===== src/rtl/alu_flag_pkg.sv =====
package alu_flag_pkg;

  typedef enum logic [3:0] {
    OP_ADD = 4'd0,
    OP_ADC = 4'd1,
    OP_SUB = 4'd2,
    OP_SBB = 4'd3,
    OP_CMP = 4'd4,
    OP_AND = 4'd5,
    OP_OR  = 4'd6,
    OP_XOR = 4'd7,
    OP_NOT = 4'd8,
    OP_INC = 4'd9,
    OP_DEC = 4'd10
  } alu_op_e;

  typedef struct packed {
    logic s;
    logic z;
    logic ac;
    logic p;
    logic cy;
  } flags_t;

  localparam int STATUS_W = 8;

  function automatic logic [STATUS_W-1:0] pack_status(input flags_t f);
    return {f.s, f.z, 1'b0, f.ac, 1'b0, f.p, 1'b1, f.cy};
  endfunction

  function automatic flags_t unpack_status(input logic [STATUS_W-1:0] w);
    flags_t f;
    f.s  = w[7];
    f.z  = w[6];
    f.ac = w[4];
    f.p  = w[2];
    f.cy = w[0];
    return f;
  endfunction

endpackage


===== src/rtl/alu_rst_sync.sv =====
module alu_rst_sync (
  input  logic clk,
  input  logic rst_n,
  output logic rst_sync_n
);
  logic stage_q;

  always_ff @(posedge clk or negedge rst_n) begin
    if (!rst_n) begin
      stage_q    <= 1'b0;
      rst_sync_n <= 1'b0;
    end else begin
      stage_q    <= 1'b1;
      rst_sync_n <= stage_q;
    end
  end
endmodule


===== src/rtl/alu_core.sv =====
module alu_core
  import alu_flag_pkg::*;
#(
  parameter int DATA_W = 8
) (
  input  logic [3:0]        op_code,
  input  logic [DATA_W-1:0] a,
  input  logic [DATA_W-1:0] b,
  input  logic              cin,
  output logic [DATA_W-1:0] res,
  output flags_t            nf,
  output logic              cy_upd,
  output logic              op_ok
);
  localparam int NIB_W = 4;

  logic [DATA_W-1:0] rhs;
  logic              c_use;
  logic              is_arith;
  logic              is_sub;
  logic              keep_a;
  logic [DATA_W-1:0] logic_val;
  logic [DATA_W:0]   add_w;
  logic [DATA_W:0]   sub_w;
  logic [NIB_W:0]    add_n;
  logic [NIB_W:0]    sub_n;
  logic [DATA_W-1:0] calc;

  always_comb begin
    rhs       = b;
    c_use     = 1'b0;
    is_arith  = 1'b0;
    is_sub    = 1'b0;
    keep_a    = 1'b0;
    cy_upd    = 1'b1;
    op_ok     = 1'b1;
    logic_val = a;
    case (op_code)
      OP_ADD: is_arith = 1'b1;
      OP_ADC: begin is_arith = 1'b1; c_use = cin; end
      OP_SUB: begin is_arith = 1'b1; is_sub = 1'b1; end
      OP_SBB: begin is_arith = 1'b1; is_sub = 1'b1; c_use = cin; end
      OP_CMP: begin is_arith = 1'b1; is_sub = 1'b1; keep_a = 1'b1; end
      OP_AND: logic_val = a & b;
      OP_OR:  logic_val = a | b;
      OP_XOR: logic_val = a ^ b;
      OP_NOT: logic_val = ~a;
      OP_INC: begin is_arith = 1'b1; rhs = {{(DATA_W-1){1'b0}}, 1'b1}; cy_upd = 1'b0; end
      OP_DEC: begin
        is_arith = 1'b1; is_sub = 1'b1;
        rhs = {{(DATA_W-1){1'b0}}, 1'b1}; cy_upd = 1'b0;
      end
      default: begin op_ok = 1'b0; cy_upd = 1'b0; end
    endcase
  end

  always_comb begin
    add_w = {1'b0, a} + {1'b0, rhs} + {{DATA_W{1'b0}}, c_use};
    sub_w = {1'b0, a} - {1'b0, rhs} - {{DATA_W{1'b0}}, c_use};
    add_n = {1'b0, a[NIB_W-1:0]} + {1'b0, rhs[NIB_W-1:0]} + {{NIB_W{1'b0}}, c_use};
    sub_n = {1'b0, a[NIB_W-1:0]} - {1'b0, rhs[NIB_W-1:0]} - {{NIB_W{1'b0}}, c_use};
  end

  always_comb begin
    if (is_arith) calc = is_sub ? sub_w[DATA_W-1:0] : add_w[DATA_W-1:0];
    else          calc = logic_val;
    res   = (keep_a || !op_ok) ? a : calc;
    nf.s  = calc[DATA_W-1];
    nf.z  = (calc == '0);
    nf.p  = ~^calc;
    nf.ac = is_arith && (is_sub ? sub_n[NIB_W] : add_n[NIB_W]);
    nf.cy = is_arith && (is_sub ? sub_w[DATA_W] : add_w[DATA_W]);
  end
endmodule


===== src/rtl/alu_flag_reg.sv =====
module alu_flag_reg
  import alu_flag_pkg::*;
(
  input  logic   clk,
  input  logic   rst_n,
  input  logic   upd_en,
  input  logic   cy_upd,
  input  flags_t nf,
  input  logic   pop_load,
  input  flags_t pop_flags,
  output flags_t flags_q
);
  flags_t flags_d;

  always_comb begin
    flags_d = flags_q;
    if (pop_load) begin
      flags_d = pop_flags;
    end else if (upd_en) begin
      flags_d.s  = nf.s;
      flags_d.z  = nf.z;
      flags_d.ac = nf.ac;
      flags_d.p  = nf.p;
      if (cy_upd) flags_d.cy = nf.cy;
    end
  end

  always_ff @(posedge clk or negedge rst_n) begin
    if (!rst_n) flags_q <= '0;
    else        flags_q <= flags_d;
  end
endmodule


===== src/rtl/alu_flag_unit.sv =====
module alu_flag_unit
  import alu_flag_pkg::*;
#(
  parameter int DATA_W = 8
) (
  input  logic                   clk,
  input  logic                   rst_n,
  input  logic [3:0]             op_code,
  input  logic [DATA_W-1:0]      op_a,
  input  logic [DATA_W-1:0]      op_b,
  input  logic                   carry_in,
  input  logic                   flag_en,
  input  logic                   pop_load,
  input  logic [DATA_W+7:0]      pop_data,
  output logic [DATA_W-1:0]      result,
  output logic                   flag_sign,
  output logic                   flag_zero,
  output logic                   flag_aux,
  output logic                   flag_parity,
  output logic                   flag_carry,
  output logic [STATUS_W-1:0]    status_word,
  output logic [DATA_W+7:0]      push_data,
  output logic [DATA_W-1:0]      acc_restore
);
  logic   rst_sync_n;
  flags_t nf;
  flags_t flags_q;
  logic   cy_upd;
  logic   op_ok;

  alu_rst_sync u_rst (
    .clk        (clk),
    .rst_n      (rst_n),
    .rst_sync_n (rst_sync_n)
  );

  alu_core #(.DATA_W(DATA_W)) u_core (
    .op_code (op_code),
    .a       (op_a),
    .b       (op_b),
    .cin     (carry_in),
    .res     (result),
    .nf      (nf),
    .cy_upd  (cy_upd),
    .op_ok   (op_ok)
  );

  alu_flag_reg u_flags (
    .clk       (clk),
    .rst_n     (rst_sync_n),
    .upd_en    (flag_en && op_ok),
    .cy_upd    (cy_upd),
    .nf        (nf),
    .pop_load  (pop_load),
    .pop_flags (unpack_status(pop_data[STATUS_W-1:0])),
    .flags_q   (flags_q)
  );

  assign flag_sign   = flags_q.s;
  assign flag_zero   = flags_q.z;
  assign flag_aux    = flags_q.ac;
  assign flag_parity = flags_q.p;
  assign flag_carry  = flags_q.cy;
  assign status_word = pack_status(flags_q);
  assign push_data   = {op_a, status_word};
  assign acc_restore = pop_data[DATA_W+7:STATUS_W];
endmodule


===== config.mk =====
export PLATFORM = sky130hd
export DESIGN_NAME = alu_flag_unit
export DESIGN_NICKNAME = d
export VERILOG_FILES = /design/src/rtl/alu_flag_pkg.sv /design/src/rtl/alu_rst_sync.sv /design/src/rtl/alu_core.sv /design/src/rtl/alu_flag_reg.sv /design/src/rtl/alu_flag_unit.sv
export SDC_FILE = /design/constraint.sdc
export NUM_CORES = 1
export LEC_CHECK = 0
export BUFFER_PORTS_ARGS = -buffer_cell sky130_fd_sc_hd__buf_2
export CAP_MARGIN = 10
export CORE_MARGIN = 4
export CORE_UTILIZATION = 50
export CTS_CLUSTER_SIZE = 40
export DETAILED_ROUTE_END_ITERATION = 10
export GPL_ROUTABILITY_DRIVEN = 0
export PLACE_DENSITY = 0.79
export SYNTH_ARGS = -nofsm -noshare
export SYNTH_HDL_FRONTEND = slang
export SYNTH_SLANG_ARGS = --single-unit

===== constraint.sdc =====
create_clock -name clk -period 5.55 [get_ports clk]
set_input_delay 0.555 -clock clk [delete_from_list [all_inputs] [get_ports clk]]
set_output_delay 0.555 -clock clk [all_outputs]
set_load 0.005 [all_outputs]

==> results.yml <==
timing:
  holdWs_ns: 0.0766
  slew_headroom_pct: 46.2
  max_freq_mhz: 208
  setup_violations: 0
  hold_violations: 0
  rsz0062_at_grt: "no"
  worstMarginPinSlew_ns: 0.808
  setup_tns_ns: 0
  period_minus_slack_ns: 4.80
  finalCritPeriodShare_pct: 86.5
  finalClockSkew_ns: 0.00105
  slew_viol_final: 0
clock_network:
  cts_setup_buffers: 0
  cts_resized: 0
  cts_hold_buf: 0
  worst_setup_hold_path_clk_slew_ns: 0.04
  worstSkewPairLatency_ns: 0.22
  clk_path_buf_depth: 2
  cts_made_buffers: 3
  cts_tree: "done"
  clockRootBuffer: "clkbuf_8"
  cts_sinks: 7
  htree_num_levels: 1
die:
  ioPinCount: 86
  rows: 25
  die_area_um2: 6420
  initial_core_util_pct: 53.3
  core-area_um2: 4880
  die_w_um: 80.1
  die_h_um: 80.1
finish:
  seq_area_um2: 175
  drive_gt1_share_pct: 23.8
  nets: 453
  area_growth_pct: 6.15
  n_antenna_cell: 0
  design_area_um2: 2760
  multi_input_area_um2: 1970
  nFillCells: 476
  layout.cells.most_common_list: "buf_2, ha_1, inv_1"
  mostFrequentLayoutCell: "buf_2"
critical_path:
  startpoint_type: "input port"
  worstPathArrival_ns: 4.90
  crit_type: "in2reg"
  critPathRequiredTime_ns: 5.65
  worstPathMaxFanout: 12
  worst_setup_path_end_kind: "flip-flop"
placement:
  hpwl_um: 5240
  numPortBuffers: 60
  dpl_cell_area_um2: 2720
routing:
  wirelength_um: 6380
  postRouteAntennaNets: 0
  first_iter_violations: 190
  wl_per_cell_um: 14.7
  num_vias: 2464
  drc_errors: 0
  routed_via_density: 5.69
  first_pass_iters: 4
global_route:
  grt_usage_pct: 19.9
  overflow: 0
  grt_pass1_vias: 2262
  grt_pass1_wl_um: 10400
  grt_max_degree: 24
  antenna_found_initial: 0
hold_path:
  hold_class: "reg2async"
pwr:
  powerDensity_nw_per_um2: 165
  ir_worst_vdd_mv: 0.148
  leakage_uw: 0.00137
logic_synthesis:
  syn_area_um2: 2600
  synth_area_per_cell_um2: 7.70
  synthCells: 338
  synth_seq_cells: 7
  synth_ff_type: "dfrtp_1"
  yosysWarnings: 0
  yosys.cell_types.count: 69
  seq_area_frac_synth_pct: 6.73
  synth_edf_count: 0
  synth_async_sr_flop_share_pct: 100
run:
  cap_violations: 0
status:
  outcome: "completed"
cell usage after synthesis, drive strengths merged, types with 3 or more instances:
cell type / instances / area (um^2)
dfrtp: 7 / 175
nand2b: 5 / 31.3
mux2i: 8 / 80.1
ha: 41 / 513
buf: 45 / 325
a22o: 4 / 43.8
nand3: 5 / 25.0
a31o: 3 / 26.3
nand2: 6 / 22.5
xor2: 4 / 35.0
o22a: 4 / 35.0
a21oi: 33 / 176
fa: 4 / 80.1
a211oi: 4 / 30.0
o22ai: 3 / 18.8
and2: 7 / 43.8
nand3b: 3 / 22.5
nor3: 4 / 25.0
inv: 39 / 146
o21ai: 17 / 88.8
nor2b: 6 / 37.5
o211ai: 3 / 22.5
xnor2: 10 / 87.6
a21o: 3 / 22.5
nor2: 26 / 100
critical path, cell delays in order:
cell and delay [ns]:
buf_2 0.22, nor2b_1 0.13, o21ai_0 0.24, nand2_1 0.15, fa_1 0.57, inv_1 0.06
ha_1 0.18, or2_2 0.30, fa_1 0.40, nand2b_1 0.19, a2111o_1 0.46, and3_1 0.18
o21ai_1 0.15, a41oi_2 0.15, ha_1 0.36, xor2_1 0.17, xnor2_1 0.15, nor2_1 0.05
a211oi_1 0.21, a21oi_1 0.06
layer usage:
metal	global-route usage, %	routed length [um]	vias to the layer above
met5	0	0	-
li1	-	-	1210
met3	1.79	467	14
met1	26.0	2800	1142
met4	7.43	152	0
met2	33.7	2960	98
stage by stage:
stage	utilization (%)	std cells	power (uW)	setup WS, ns
floorplan	-	343	317	0.576
global placement	55.7	429	375	0.504
detailed placement	55.7	429	384	0.520
CTS	56.6	433	457	0.739
global route	56.6	433	500	0.403
finish	56.6	433	456	0.749
sequential cells by signal, summed over array words and instances (netlist names):
| name | flops |
|---|---|
| u_flags.flags_q | 5 |
| u_rst.rst_sync_n | 1 |
| u_rst.stage_q | 1 |
layout make-up:
cell class	instances	area share, %
inverters	39	5.30
clock buffers	4	1.63
repair buffers	66	12.5
multi-input cells	250	71.2
well taps	67	3.03
flip-flops and latches	7	6.34
worst paths after layout:
| kind | end | startpoint | slack (ns) | depth (start not counted) |
|---|---|---|---|---|
| worst max-delay path | u_flags.flags_q[1]$_DFFE_PN0P_ | op_code[0] | 0.75 | 20 |
| worst min-delay path | u_flags.flags_q[3]$_DFFE_PN0P_ | u_rst.rst_sync_n$_DFF_PN0_ | 0.08 | 0 |
| worst max register to register | u_flags.flags_q[0]$_DFFE_PN0P_ | u_flags.flags_q[0]$_DFFE_PN0P_ | 4.57 | 5 |
| worst min register to register | u_flags.flags_q[3]$_DFFE_PN0P_ | u_rst.rst_sync_n$_DFF_PN0_ | 0.08 | 0 |
| max in group asynchronous | u_flags.flags_q[1]$_DFFE_PN0P_ | u_rst.rst_sync_n$_DFF_PN0_ | 5.29 | 0 |
| min in group clk | u_rst.rst_sync_n$_DFF_PN0_ | u_rst.stage_q$_DFF_PN0_ | 0.35 | 0 |
report_power, final:
group | switching (uW) | internal [uW]
registers | 5.00 | 57.4
clock network | 20.4 | 49.5
logic | 179 | 145
kinds of logic after synthesis:
family	count (synthesis)	synth area share [%]
other cells	2	0.289
simple gates	73	15.1
fa+ha+maj	45	22.8
buf+inv	86	18.4
compound gates	103	28.8
mux	8	3.08
flops	7	6.73
xor+xnor	14	4.71
(Power assumes the default switching activity.)
